File: src/rtl/prio_arb_pkg.sv
package prio_arb_pkg;
  typedef enum logic [1:0] {
    CFG_PRIO   = 2'd0,
    CFG_ENABLE = 2'd1,
    CFG_PEND   = 2'd2,
    CFG_NONE   = 2'd3
  } cfg_kind_e;
endpackage

File: src/rtl/prio_line_bank.sv
module prio_line_bank #(
  parameter int N  = 60,
  parameter int PW = 4,
  parameter int CW = 6
) (
  input  logic            clk,
  input  logic            rst_n,
  input  logic [N-1:0]    irq_in,
  input  logic            wr_en,
  input  logic [1:0]      wr_kind,
  input  logic [CW-1:0]   wr_chan,
  input  logic [PW-1:0]   wr_data,
  input  logic            acc_en,
  input  logic [CW-1:0]   acc_chan,
  input  logic            exit_en,
  input  logic [CW-1:0]   exit_chan,
  output logic [N-1:0]    pend,
  output logic [N-1:0]    enab,
  output logic [N*PW-1:0] prio_flat,
  output logic [N-1:0]    active
);
  import prio_arb_pkg::*;

  logic [N-1:0] irq_q;

  always_ff @(posedge clk or negedge rst_n) begin
    if (!rst_n) irq_q <= '0;
    else        irq_q <= irq_in;
  end

  for (genvar c = 0; c < N; c++) begin : g_line
    logic hit, edge_seen, sw_set, sw_clr, acc_hit, exit_hit;
    assign hit       = wr_en && (wr_chan == CW'(c));
    assign edge_seen = irq_in[c] && !irq_q[c];
    assign sw_set    = hit && (wr_kind == CFG_PEND) && wr_data[0];
    assign sw_clr    = hit && (wr_kind == CFG_PEND) && !wr_data[0];
    assign acc_hit   = acc_en && (acc_chan == CW'(c));
    assign exit_hit  = exit_en && (exit_chan == CW'(c));

    always_ff @(posedge clk or negedge rst_n) begin
      if (!rst_n) begin
        pend[c]                 <= 1'b0;
        enab[c]                 <= 1'b0;
        active[c]               <= 1'b0;
        prio_flat[c*PW +: PW]   <= '0;
      end else begin
        if (edge_seen || sw_set)     pend[c] <= 1'b1;
        else if (acc_hit || sw_clr)  pend[c] <= 1'b0;

        if (hit && wr_kind == CFG_ENABLE) enab[c] <= wr_data[0];
        if (hit && wr_kind == CFG_PRIO)   prio_flat[c*PW +: PW] <= wr_data;

        if (acc_hit)       active[c] <= 1'b1;
        else if (exit_hit) active[c] <= 1'b0;
      end
    end
  end
endmodule

File: src/rtl/prio_min_select.sv
module prio_min_select #(
  parameter int N  = 60,
  parameter int PW = 4,
  parameter int CW = 6
) (
  input  logic [N-1:0]    mask,
  input  logic [N*PW-1:0] prio_flat,
  output logic            found,
  output logic [CW-1:0]   idx,
  output logic [PW-1:0]   best_prio
);
  always_comb begin
    found     = 1'b0;
    idx       = '0;
    best_prio = '0;
    for (int i = 0; i < N; i++) begin
      if (mask[i] && (!found || prio_flat[i*PW +: PW] < best_prio)) begin
        found     = 1'b1;
        idx       = CW'(i);
        best_prio = prio_flat[i*PW +: PW];
      end
    end
  end
endmodule

File: src/rtl/prio_vec_arbiter.sv
module prio_vec_arbiter #(
  parameter int          NUM_LINES  = 60,
  parameter int          PRIO_W     = 4,
  parameter int          VEC_W      = 32,
  parameter logic [31:0] VEC_BASE   = 32'h0000_0040,
  parameter logic [31:0] VEC_STRIDE = 32'h0000_0004,
  localparam int         CH_W       = (NUM_LINES > 1) ? $clog2(NUM_LINES) : 1
) (
  input  logic                 clk,
  input  logic                 rst_n,
  input  logic [NUM_LINES-1:0] irq_in,
  input  logic                 cfg_wr_en,
  input  logic [CH_W+1:0]      cfg_wr_addr,
  input  logic [PRIO_W-1:0]    cfg_wr_data,
  output logic                 core_req_valid,
  input  logic                 core_req_ready,
  output logic [VEC_W-1:0]     core_req_vec,
  output logic [CH_W-1:0]      core_req_chan,
  output logic [PRIO_W-1:0]    core_req_prio,
  input  logic                 core_exit
);
  logic [NUM_LINES-1:0]        line_pend, line_enab, line_active;
  logic [NUM_LINES*PRIO_W-1:0] line_prio;
  logic [NUM_LINES-1:0]        outer_mask;

  logic              cand_found, inner_found, outer_found;
  logic [CH_W-1:0]   cand_idx, inner_idx, outer_idx;
  logic [PRIO_W-1:0] cand_prio, inner_prio, outer_prio;
  logic              run_found;
  logic [PRIO_W-1:0] run_prio;
  logic              accept, retire;

  prio_line_bank #(.N(NUM_LINES), .PW(PRIO_W), .CW(CH_W)) u_bank (
    .clk       (clk),
    .rst_n     (rst_n),
    .irq_in    (irq_in),
    .wr_en     (cfg_wr_en),
    .wr_kind   (cfg_wr_addr[CH_W+1:CH_W]),
    .wr_chan   (cfg_wr_addr[CH_W-1:0]),
    .wr_data   (cfg_wr_data),
    .acc_en    (accept),
    .acc_chan  (cand_idx),
    .exit_en   (retire),
    .exit_chan (inner_idx),
    .pend      (line_pend),
    .enab      (line_enab),
    .prio_flat (line_prio),
    .active    (line_active)
  );

  // Most urgent eligible request
  prio_min_select #(.N(NUM_LINES), .PW(PRIO_W), .CW(CH_W)) u_sel_cand (
    .mask      (line_pend & line_enab),
    .prio_flat (line_prio),
    .found     (cand_found),
    .idx       (cand_idx),
    .best_prio (cand_prio)
  );

  // Innermost running handler
  prio_min_select #(.N(NUM_LINES), .PW(PRIO_W), .CW(CH_W)) u_sel_inner (
    .mask      (line_active),
    .prio_flat (line_prio),
    .found     (inner_found),
    .idx       (inner_idx),
    .best_prio (inner_prio)
  );

  assign outer_mask = line_active & ~(NUM_LINES'(1) << inner_idx);

  // Level that becomes current once the innermost handler retires
  prio_min_select #(.N(NUM_LINES), .PW(PRIO_W), .CW(CH_W)) u_sel_outer (
    .mask      (outer_mask),
    .prio_flat (line_prio),
    .found     (outer_found),
    .idx       (outer_idx),
    .best_prio (outer_prio)
  );

  assign retire = core_exit && inner_found;

  always_comb begin
    if (retire) begin
      run_found = outer_found;
      run_prio  = outer_prio;
    end else begin
      run_found = inner_found;
      run_prio  = inner_prio;
    end
  end

  assign core_req_valid = cand_found && (!run_found || cand_prio < run_prio);
  assign core_req_chan  = cand_idx;
  assign core_req_prio  = cand_prio;
  assign core_req_vec   = VEC_W'(VEC_BASE + 32'(cand_idx) * VEC_STRIDE);
  assign accept         = core_req_valid && core_req_ready;
endmodule

File: config.mk
export PLATFORM = sky130hd
export DESIGN_NAME = prio_vec_arbiter
export DESIGN_NICKNAME = d
export VERILOG_FILES = /design/src/rtl/prio_arb_pkg.sv /design/src/rtl/prio_line_bank.sv /design/src/rtl/prio_min_select.sv /design/src/rtl/prio_vec_arbiter.sv
export SDC_FILE = /design/constraint.sdc
export NUM_CORES = 2
export LEC_CHECK = 0
export BUFFER_PORTS_ARGS = -buffer_cell sky130_fd_sc_hd__clkbuf_2
export CORE_AREA = 2 2 412 414
export DETAILED_ROUTE_END_ITERATION = 10
export DIE_AREA = 0 0 414 416
export MAX_ROUTING_LAYER = met4
export PLACE_DENSITY = 0.59
export SYNTH_ARGS = -nofsm -noshare
export SYNTH_HDL_FRONTEND = slang
export SYNTH_HIERARCHICAL = 1
export SYNTH_SLANG_ARGS = --single-unit
File: constraint.sdc
create_clock -name clk -period 228.4 [get_ports clk]
set_input_delay 11.42 -clock clk [delete_from_list [all_inputs] [get_ports clk]]
set_output_delay 11.42 -clock clk [all_outputs]
set_load 0.01 [all_outputs]
==> flow_summary.yaml <==
run_status:
  status: "finished clean"
cts:
  clk_pin_slew_ns: 0.06
  cts_tree: "done"
  clock-sinks: 480
  clockBufferDepth: 3
  cts_resized: 0
  ctsHoldBuffers: 0
  clock_latency_ns: 0.70
  htreeDepth: 2
  numCtsBuffers: 57
  cts_setup_buffers: 0
  root_buffer: "clkbuf_16"
drt:
  drt_wl_total_um: 256000
  num_vias: 68700
  antenna_left: 0
  drc: 0
  initialDrtViolationCount: 7054
  drtPass1Iterations: 8
  vias_per_cell: 6.53
  wl_per_cell_um: 24.4
placed_design:
  pre_cts_ws_ns: 26.45
  gp_congestion: 0.970
  port_buffers: 94
  hpwl_um: 195000
worst_hold_path:
  hold_end: "u_bank/enab[57]$_DFFE_PN0P_"
  worstHoldPathType: "flip-flop to flip-flop"
  min_from: "u_bank/enab[57]$_DFFE_PN0P_"
  hold_depth: 1
global_route:
  grt_antenna_before_repair: 12
  first_global_vias: 63600
  overflow: 0
  grt_use_total: 0.290
  grt_max_degree: 102
  grt_pass1_wl_um: 388000
sta:
  fin_crit_sh: 0.906
  hold_viol_final: 0
  post-route-min-period_ns: 207.01
  slew_headroom: 0.0680
  grt_setup_unrepaired: "false"
  setup_tns_ns: 0
  fin_ws_ns: 21.39
  final_max_slew_viol_count: 0
  setup_viol: 0
  tightest_slew_ns: 1.39
  skew_ns: 0.0361
  fmax_mhz: 4.83
die:
  die_width_um: 414
  dieArea_um2: 172000
  start_util: 0.393
  io_pins: 120
  core_um2: 168000
  fp-row-count: 151
  die_h_um: 416
critical_path:
  rr_endpoint: "u_bank/pend[57]$_DFFE_PN0P_"
  slowest_delay_ns: 0.94
  arrival_ns: 195.59
  cp-end-kind: "output pin"
  r2r_start: "u_bank/active[0]$_DFFE_PN0P_"
  crit_path_top_delay_cell: "a2111oi_4"
  crit_fanout: 27
  ff2ff_path_depth: 886
  worstSetupStartpointType: "flip-flop"
  crit_required_ns: 216.98
  crit_type: "flip-flop to output pin"
  worst_path_most_repeated_cell: "ha_1"
  regToRegSetupSlack_ns: 32.21
job:
  cap_violations: 0
layout:
  syn_to_final_growth_pct: 6.36
  final_common_cell: "nand2_1"
  most-common-layout-cells: "nand2_1, o21ai_0, nor2_1"
  layout-drive-gt1-share: 0.166
  nNetsFinal: 8557
yosys:
  yosysWarnings: 6
  avgSynthCellArea_um2: 7.94
  netlist_area_um2: 66100
  syn_inst: 8319
critical path, delay by kind of cell, from the launching register on:
family	cells	cell delay (ns)
AOI/OAI and AO/OA	303	73.78
adders and majority gates	97	27.31
buffers and inverters	56	4.44
DFF	1	0.61
muxes	52	16.09
and+or+nand+nor	218	38.21
how the worst max path moves through the flow:
| stage | startpoint | endpoint | slack (ns) |
|---|---|---|---|
| 2_1_floorplan | u_bank/active[0]$_DFFE_PN0P_ | core_req_valid | 55.56 |
| 3_3_place_gp | u_bank/active[0]$_DFFE_PN0P_ | core_req_valid | 30.71 |
| 3_5_place_dp | u_bank/active[0]$_DFFE_PN0P_ | core_req_valid | 26.45 |
| 4_1_cts | u_bank/active[0]$_DFFE_PN0P_ | core_req_valid | 24.92 |
| 5_1_grt | u_bank/active[0]$_DFFE_PN0P_ | core_req_valid | 5.02 |
| 6_report | u_bank/active[0]$_DFFE_PN0P_ | core_req_valid | 21.39 |
final cells by class:
type	count	area, um^2
well taps	2218	2780
fillers	17000	97900
clock buffers	74	1630
diodes	7	17.5
repair buffers	155	945
clock inverters	31	409
inverters	482	1810
flip-flops and latches	480	12000
multi-input cells	7078	50700
per-layer routing:
metal	GRT usage	vias to the layer above	wire (um)
met1	0.378	33600	111000
met4	0.116	0	11500
met3	0.0381	479	17800
li1	-	31700	-
met5	-	-	0
met2	0.456	2843	116000
sequential cells by signal, summed over array words and instances, names as in the netlist:
name and flops:
u_bank/prio_flat 240, u_bank/enab 60, u_bank/pend 60, u_bank/active 60, u_bank/irq_q 60
per-stage QoR:
step / std cells / utilization / hold WS [ns] / cell area, um^2
4_1_cts: 10500 / 0.418 / 0.486 / 70200
5_1_grt: 10500 / 0.418 / 0.493 / 70200
6_report: 10500 / 0.418 / 0.482 / 70300
2_1_floorplan: 8343 / - / 0.456 / 66100
3_3_place_gp: 10400 / 0.406 / 0.465 / 68200
3_5_place_dp: 10400 / 0.406 / 0.473 / 68200
Power is left out: the tool's default activity adds up to more than one toggle a clock period on the data nets, which glitch-free logic cannot reach.
